$ cat src/rtl/irq_mask_pkg.sv
package irq_mask_pkg;
    localparam int DW      = 32;
    localparam int NSRC    = 64;
    localparam int HALVES  = NSRC / DW;
    localparam int HSEL_W  = (HALVES > 1) ? $clog2(HALVES) : 1;
    localparam int ADDR_W  = 4;
    localparam int KIND_W  = ADDR_W - HSEL_W;
    localparam int BE_W    = DW / 8;

    typedef enum logic [KIND_W-1:0] {
        K_EN  = 3'd0,
        K_CLS = 3'd1,
        K_FRC = 3'd2,
        K_RAW = 3'd3,
        K_NPD = 3'd4,
        K_FPD = 3'd5
    } kind_e;

    typedef logic [HALVES-1:0][DW-1:0] bank_t;

    typedef struct packed {
        bank_t en;
        bank_t cls;
        bank_t frc;
    } cfg_t;

    typedef struct packed {
        logic [DW-1:0] rdata;
        logic          err;
    } rsp_t;

    function automatic kind_e addr_kind(input logic [ADDR_W-1:0] a);
        return kind_e'(a[ADDR_W-1:HSEL_W]);
    endfunction

    function automatic logic [HSEL_W-1:0] addr_half(input logic [ADDR_W-1:0] a);
        return a[HSEL_W-1:0];
    endfunction
endpackage

$ cat src/rtl/irq_cfg_regs.sv
module irq_cfg_regs
    import irq_mask_pkg::*;
(
    input  logic              clk,
    input  logic              rst_n,
    input  logic              bus_sel,
    input  logic              bus_wr,
    input  logic [ADDR_W-1:0] bus_addr,
    input  logic [BE_W-1:0]   bus_be,
    input  logic              bus_super,
    input  logic [DW-1:0]     bus_wdata,
    output cfg_t              cfg_q
);
    cfg_t  cfg_d;
    logic  wr_ok;
    kind_e kind;
    logic [HSEL_W-1:0] half;

    assign wr_ok = bus_sel && bus_wr && bus_super && (bus_be == '1);
    assign kind  = addr_kind(bus_addr);
    assign half  = addr_half(bus_addr);

    always_comb begin
        cfg_d = cfg_q;
        if (wr_ok) begin
            case (kind)
                K_EN:    cfg_d.en[half]  = bus_wdata;
                K_CLS:   cfg_d.cls[half] = bus_wdata;
                K_FRC:   cfg_d.frc[half] = bus_wdata;
                default: cfg_d = cfg_q;
            endcase
        end
    end

    always_ff @(posedge clk or negedge rst_n) begin
        if (!rst_n) cfg_q <= '0;
        else        cfg_q <= cfg_d;
    end

    p_nosuper_hold_r5: assert property (@(posedge clk) disable iff (!rst_n)
        (bus_sel && bus_wr && !bus_super) |=> (cfg_q == $past(cfg_q)));

    p_partial_hold_r6: assert property (@(posedge clk) disable iff (!rst_n)
        (bus_sel && bus_wr && (bus_be != '1)) |=> (cfg_q == $past(cfg_q)));

    p_ro_hold_r7: assert property (@(posedge clk) disable iff (!rst_n)
        (bus_sel && bus_wr && (bus_addr[ADDR_W-1:HSEL_W] >= KIND_W'(3))) |=> (cfg_q == $past(cfg_q)));

    p_reset_clear_r8: assert property (@(posedge clk)
        !rst_n |=> (cfg_q == '0));
endmodule

$ cat src/rtl/irq_pend_logic.sv
module irq_pend_logic
    import irq_mask_pkg::*;
(
    input  logic            clk,
    input  logic            rst_n,
    input  cfg_t            cfg_q,
    input  logic [NSRC-1:0] req_lines,
    output bank_t           src,
    output bank_t           npd,
    output bank_t           fpd,
    output logic            irq_norm_n,
    output logic            irq_fast_n
);
    for (genvar h = 0; h < HALVES; h++) begin : g_half
        assign src[h] = req_lines[h*DW +: DW] | cfg_q.frc[h];
        assign npd[h] = src[h] & cfg_q.en[h] & ~cfg_q.cls[h];
        assign fpd[h] = src[h] & cfg_q.en[h] &  cfg_q.cls[h];
    end

    assign irq_norm_n = ~(|npd);
    assign irq_fast_n = ~(|fpd);

    p_class_disjoint_r3: assert property (@(posedge clk) disable iff (!rst_n)
        ((npd & fpd) == '0));

    p_norm_needs_en_r2: assert property (@(posedge clk) disable iff (!rst_n)
        !irq_norm_n |-> (|cfg_q.en));

    p_fast_needs_cls_r4: assert property (@(posedge clk) disable iff (!rst_n)
        !irq_fast_n |-> (|(cfg_q.en & cfg_q.cls)));

    p_src_covers_line_r1: assert property (@(posedge clk) disable iff (!rst_n)
        ((src & bank_t'(req_lines)) == bank_t'(req_lines)));
endmodule

$ cat src/rtl/irq_rd_mux.sv
module irq_rd_mux
    import irq_mask_pkg::*;
(
    input  logic              clk,
    input  logic              rst_n,
    input  logic              bus_sel,
    input  logic              bus_wr,
    input  logic [ADDR_W-1:0] bus_addr,
    input  logic [BE_W-1:0]   bus_be,
    input  logic              bus_super,
    input  cfg_t              cfg_q,
    input  bank_t             src,
    input  bank_t             npd,
    input  bank_t             fpd,
    output logic [DW-1:0]     bus_rdata,
    output logic              bus_err
);
    rsp_t  rsp_d, rsp_q;
    logic  rd_ok;
    kind_e kind;
    logic [HSEL_W-1:0] half;
    logic [DW-1:0]     sel_word;

    assign rd_ok = bus_sel && !bus_wr && bus_super && (bus_be == '1);
    assign kind  = addr_kind(bus_addr);
    assign half  = addr_half(bus_addr);

    always_comb begin
        case (kind)
            K_EN:    sel_word = cfg_q.en[half];
            K_CLS:   sel_word = cfg_q.cls[half];
            K_FRC:   sel_word = cfg_q.frc[half];
            K_RAW:   sel_word = src[half];
            K_NPD:   sel_word = npd[half];
            K_FPD:   sel_word = fpd[half];
            default: sel_word = '0;
        endcase
        rsp_d.rdata = rd_ok ? sel_word : '0;
        rsp_d.err   = bus_sel && !bus_super;
    end

    always_ff @(posedge clk or negedge rst_n) begin
        if (!rst_n) rsp_q <= '0;
        else        rsp_q <= rsp_d;
    end

    assign bus_rdata = rsp_q.rdata;
    assign bus_err   = rsp_q.err;

    p_err_cause_r5: assert property (@(posedge clk) disable iff (!rst_n)
        bus_err |-> $past(bus_sel && !bus_super));

    p_idle_zero_r10: assert property (@(posedge clk) disable iff (!rst_n)
        !bus_sel |=> (bus_rdata == '0 && !bus_err));

    p_partial_rd_r6: assert property (@(posedge clk) disable iff (!rst_n)
        (bus_sel && bus_super && (bus_be != '1)) |=> (bus_rdata == '0 && !bus_err));
endmodule

$ cat src/rtl/irq_mask_ctrl.sv
module irq_mask_ctrl
    import irq_mask_pkg::*;
(
    input  logic              clk,
    input  logic              rst_n,
    input  logic              bus_sel,
    input  logic              bus_wr,
    input  logic [ADDR_W-1:0] bus_addr,
    input  logic [BE_W-1:0]   bus_be,
    input  logic              bus_super,
    input  logic [DW-1:0]     bus_wdata,
    output logic [DW-1:0]     bus_rdata,
    output logic              bus_err,
    input  logic [NSRC-1:0]   req_lines,
    output logic              irq_norm_n,
    output logic              irq_fast_n
);
    cfg_t  cfg_q;
    bank_t src, npd, fpd;

    irq_cfg_regs u_cfg (
        .clk       (clk),
        .rst_n     (rst_n),
        .bus_sel   (bus_sel),
        .bus_wr    (bus_wr),
        .bus_addr  (bus_addr),
        .bus_be    (bus_be),
        .bus_super (bus_super),
        .bus_wdata (bus_wdata),
        .cfg_q     (cfg_q)
    );

    irq_pend_logic u_pend (
        .clk        (clk),
        .rst_n      (rst_n),
        .cfg_q      (cfg_q),
        .req_lines  (req_lines),
        .src        (src),
        .npd        (npd),
        .fpd        (fpd),
        .irq_norm_n (irq_norm_n),
        .irq_fast_n (irq_fast_n)
    );

    irq_rd_mux u_rd (
        .clk       (clk),
        .rst_n     (rst_n),
        .bus_sel   (bus_sel),
        .bus_wr    (bus_wr),
        .bus_addr  (bus_addr),
        .bus_be    (bus_be),
        .bus_super (bus_super),
        .cfg_q     (cfg_q),
        .src       (src),
        .npd       (npd),
        .fpd       (fpd),
        .bus_rdata (bus_rdata),
        .bus_err   (bus_err)
    );
endmodule

$ cat config.mk
export PLATFORM = sky130hd
export DESIGN_NAME = irq_mask_ctrl
export DESIGN_NICKNAME = d
export VERILOG_FILES = /design/src/rtl/irq_mask_pkg.sv /design/src/rtl/irq_cfg_regs.sv /design/src/rtl/irq_pend_logic.sv /design/src/rtl/irq_rd_mux.sv /design/src/rtl/irq_mask_ctrl.sv
export SDC_FILE = /design/constraint.sdc
export NUM_CORES = 1
export LEC_CHECK = 0
export CAP_MARGIN = 25
export CELL_PAD_IN_SITES_DETAIL_PLACEMENT = 1
export CELL_PAD_IN_SITES_GLOBAL_PLACEMENT = 1
export CORE_UTILIZATION = 30
export DETAILED_ROUTE_END_ITERATION = 8
export PLACE_DENSITY = 0.7
export REMOVE_ABC_BUFFERS = 1
export SYNTH_ARGS = -nofsm -noshare
export SYNTH_HDL_FRONTEND = slang
export SYNTH_SLANG_ARGS = --single-unit
$ cat constraint.sdc
create_clock -name clk -period 1.5 [get_ports clk]
set_input_delay 0.3 -clock clk [delete_from_list [all_inputs] [get_ports clk]]
set_output_delay 0.3 -clock clk [all_outputs]
set_load 0.02 [all_outputs]
# == Word level (Yosys, flattened, before mapping) ==
# Index checks and enable logic that the tools add are counted.
# word_totals
ff_bits,225
input_bits,109
output_inout_bits,35
elab_cells,63
# op_classes
magnitude_cmp,2
eq_ne,6
muxes,19
n_bitwise,12
reduce_logical,16
# ops
operator,count
32-bit two-way mux,14
32-bit AND,6
64-bit bitwise mux,3
32-bit one-hot mux with 6 select lines,1
64-bit OR reduction,2
32-bit inverter,2
32-bit OR,2
32-bit demux with 1-bit select,1
1-bit logical AND,8
3-bit by 2-bit == test with 1-bit output (second input constant),2
3-bit == test (second input constant),2
2-bit AND reduction,3
4-bit == test (second input constant),1
3-bit by 1-bit == test with 1-bit output (second input constant),1
3-bit zero test,1
1-bit zero test,2
1-bit by 2-bit less-than comparator with 1-bit output (second input constant),1
1-bit inverter,2
1-bit >= comparator (second input constant),1

# == Longest topological paths before layout ==
# logic_depth
depth_word,7
ltp_mapped,8
depth_no_buf,5

# == Hierarchy ==
# From an unflattened synthesis, not the netlist that was laid out.
# hier_totals
hier_cells,1172
hier_area_um2,13202.7
# by_module_without_submodules
module,n_inst,cells_each,area_per_inst_um2,seq_area_each_um2
irq_cfg_regs,1,420,7330.8,4804.6
irq_rd_mux,1,410,4043.9,825.8
irq_pend_logic,1,342,1828.0,0.0

# == Worst setup path before layout ==
# OpenSTA, ideal clock, no wires.
# synth_timing
path_kind,register to output
from,"reg, netlist name u_cfg.cfg_q[53]"
to,out irq_norm_n
arrival_time_ps,1789
required_time_ps,1200
slack_ps,-589
path_stages_with_launch,6
n_path_buf,0
cell_sequence,dfrtp_1 -> o21ai_0 -> o22ai_1 -> nor4_1 -> nand2_1 -> nor4_1
# synth_via
elab_chain_cells,5
# synth_lines
element,line_no,rtl
32-bit OR,irq_pend_logic.sv:15,assign src[h] = req_lines[h*DW +: DW] | cfg_q.frc[h];
32-bit AND (2 in a row),irq_pend_logic.sv:16,assign npd[h] = src[h] & cfg_q.en[h] & ~cfg_q.cls[h];
64-bit OR reduction,irq_pend_logic.sv:20,assign irq_norm_n = ~(|npd);
1-bit inverter,irq_pend_logic.sv:20,
end: declaration,irq_mask_ctrl.sv:15,"output logic irq_norm_n,"
# Every way passes these cells.

# == Final worst setup path ==
# layout_timing
from,"reg, netlist name u_cfg.cfg_q[49]"
to,out irq_norm_n
# layout_via
elab_chain_cells,5
# layout_lines
element,line_no
32-bit OR,irq_pend_logic.sv:15
32-bit AND (2 in a row),irq_pend_logic.sv:16
64-bit OR reduction,irq_pend_logic.sv:20
1-bit inverter,irq_pend_logic.sv:20
# Every way passes these cells.

==> flow_summary_export.csv <==
group,metric,value,unit
yosys,ys_warn_count,0,
grt,gr-total-overflow,0,
cts,clockBufferDepth,3,
critical_path,arrival,2.53,ns
yosys,seq_area_frac_synth,0.4430,
place,hpwl,35280,um
pwr,combPwrFrac,0.115,
status,status,"complete, but fails checks",
floorplan,dieHeight,207.8,um
floorplan,coreArea,41850,um^2
layout,nets,1714,
cts,cts_buffers,28,
route,final_antenna_net_count,0,
pwr,total_power,15.23,mW
route,drtIter0Drc,536,
timing,fin_skew,0.005792,ns
route,drt_drc_violations_left,0,
cts,cts_tree,"built",
pwr,power_switching,3.698,mW
route,drt_pass1_iterations,5,
critical_path,crit_slowest_cell,"dfrtp_1",
grt,grt_pass1_vias,13160,
route,vias,11820,
critical_path,end_kind,"output pin",
grt,grt_pass1_wl,76730,um
pwr,p_clk_frac,0.477,
yosys,async_reset_ff_frac,1.000,
cts,clk_latency,0.56,ns
cts,cts_max_level,1,
critical_path,crit_type,"reg2out",
critical_path,critPathBufInv,3,
place,io_buffers,143,
critical_path,required,1.20,ns
layout,final_common_cell,"buf_4",
critical_path,startpoint,"u_cfg.cfg_q[49]",
run,maxCapViolCount,0,
timing,maxSlewHeadroom,0.6479,
critical_path,cpPeakStageDelay,0.40,ns
pwr,p_sw_frac,0.2427,
layout,final_util,0.4540,
status,violations,"setup timing",
critical_path,worstPathCellList,"o21ai_2 -> nor2_2 -> nor4_2 -> buf_4 -> nand4_1 -> nor4_4 -> buf_4 -> buf_6",
timing,hold_slack,0.1833,ns
timing,drv_slew,0,
grt,grt_max_degree,45,
pwr,vdd_drop_max,0.0007743,V
timing,max_clock_freq,0.3529,GHz
critical_path,critPathTopFamily,"simple AND/OR/NAND/NOR gates",
critical_path,startpoint_type,"flop",
floorplan,die_w,207.8,um
yosys,syn_avg_cell_area,11.19,um^2
yosys,ys_seq_elements,225,
cts,path_clk_slew,0.06,ns
floorplan,dieArea,43190,um^2
place,gp_congestion,0.8988,
yosys,synth_edf_count,0,
yosys,synth_area,12710,um^2
pwr,p_leak,8.905,nW
grt,antenna_found_initial,2,
layout,area_delta_synth_final,49.51,%
critical_path,crit_path_max_fanout,2,
yosys,ys_types,36,
grt,grt_usage,0.2270,
timing,fin_crit,2.834,ns
layout,mostFrequentLayoutCells,"buf_4 (328), dfrtp_1 (225), mux2_2 (185)",
floorplan,initial_core_util,0.3037,
floorplan,rows,75,
critical_path,crit_top_cell,"buf_4",
timing,setup-violations-final,3,
yosys,synth_flop_cell,"dfrtp_1",
worst_hold_path,hold_class,"in2reg",
worst_hold_path,min_from,"bus_super",
layout,drive_gt1_frac,0.4659,
route,routed_via_density,5.456,
route,wire_per_inst,22.88,um
route,finalWirelength,49570,um
floorplan,io_pins,144,
yosys,synthCells,1136,
pwr,intPower,11.54,mW
cts,cts_sinks,225,
timing,hold_violations,0,
pwr,power_density,801.7,nW/um^2
pwr,seq_power_share,0.408,
timing,period_share,1.889,
timing,fin_ws,-1.334,ns
timing,rsz0062_at_grt,"true",
timing,tightest_slew,0.5276,ns
cts,cts_root_buf,"clkbuf_16",
critical_path,rr_startpoint,"u_cfg.cfg_q[14]",
[cell families after synthesis]
| group | Yosys count | synth area share |
|---|---|---|
| compound gates | 340 | 0.1714 |
| mux | 326 | 0.2838 |
| flops | 225 | 0.4430 |
| simple gates | 159 | 0.06694 |
| buf+inv | 86 | 0.03485 |
[power by group through the flow]
stage	clock network [mW]	logic [mW]	registers, mW
floorplan	0	0.378	6.32
global placement	0	1.62	6.31
CTS	7.46	1.71	6.21
detailed placement	0	1.66	6.32
global route	7.69	1.87	6.22
finish	7.27	1.76	6.21
[path summary, 6_finish.rpt]
path	to	slack, ns	cells past startpoint
hold / removal	u_rd.bus_err	0.18	3
setup reg to reg	u_rd.bus_rdata[14]	-0.04	6
setup / recovery	irq_norm_n	-1.33	8
min in group asynchronous	u_cfg.cfg_q[42]	0.23	2
hold reg to reg	u_cfg.cfg_q[176]	0.54	1
max in group asynchronous	u_cfg.cfg_q[3]	0.59	3
[tightest hold or removal path: cells and delay by family]
| kind | cells | cell delay, ns |
|---|---|---|
| buf+inv | 2 | 0.34 |
| simple gates | 1 | 0.06 |
[layer usage]
| layer | share of wire | global-route usage |
|---|---|---|
| met1 | 0.43 | 0.2863 |
| met4 | 0.030 | 0.08608 |
| met5 | 0.00024 | 0 |
| met2 | 0.50 | 0.3919 |
| met3 | 0.041 | 0.03253 |
[sequential cells by signal (all words and copies together) (netlist names)]
signal	cells
u_rd.bus_err	1
u_rd.bus_rdata	32
u_cfg.cfg_q	192
[final cells by class]
type                       count  area (um^2)
inverter                      15        56.30
multi-input combinational    825         7196
clock inverter                14        170.2
fill                        4544        22850
sequential                   225         5630
antenna                        1        2.502
timing repair buffer         510         4443
tap                          539        674.4
clock buffer                  38        829.5
[synthesized netlist by cell type (12+ instances only)]
library cell / number / area, um^2
o21ai_0: 131 / 655.6
o211ai_1: 49 / 367.9
nor4_1: 18 / 112.6
o2111ai_1: 30 / 262.8
a22oi_1: 22 / 165.2
nor3_1: 12 / 60.06
a221oi_1: 32 / 280.3
nand2_1: 18 / 67.56
clkbuf_1: 29 / 108.9
mux2_1: 35 / 394.1
mux2i_1: 81 / 810.8
dfrtp_1: 225 / 5630
buf_4: 12 / 90.09
a21oi_1: 23 / 115.1
mux2_2: 200 / 2252
nor3b_1: 32 / 240.2
inv_1: 15 / 56.30
o22ai_1: 41 / 256.5
nor2_1: 61 / 229.0
buf_2: 24 / 120.1
[per-stage QoR]
step                      area (um^2)  setup TNS [ns]  worst slack [ns]  instances
after detailed placement        17420         -177.74            -2.145       2095
after global placement          17420         -170.28            -2.166       2095
after floorplan                 12320         -166.93            -1.003       1065
after CTS                       18680          -2.598            -1.370       2159
after global routing            19000          -2.967            -1.451       2167
final                           19000          -2.570            -1.334       2167
[repair_timing]
| action | in CTS | in global routing |
|---|---|---|
| pin swaps | 24 | 38 |
| gates cloned | 1 | 0 |
| hold buffers | 1 | 0 |
| gates resized for setup | 209 | 102 |
| buffers inserted | 11 | 9 |
| endpoints found under the hold margin | 142 | 0 |
| setup endpoints to repair | 258 | 59 |
Note: power is estimated with default switching activity, not from simulation.
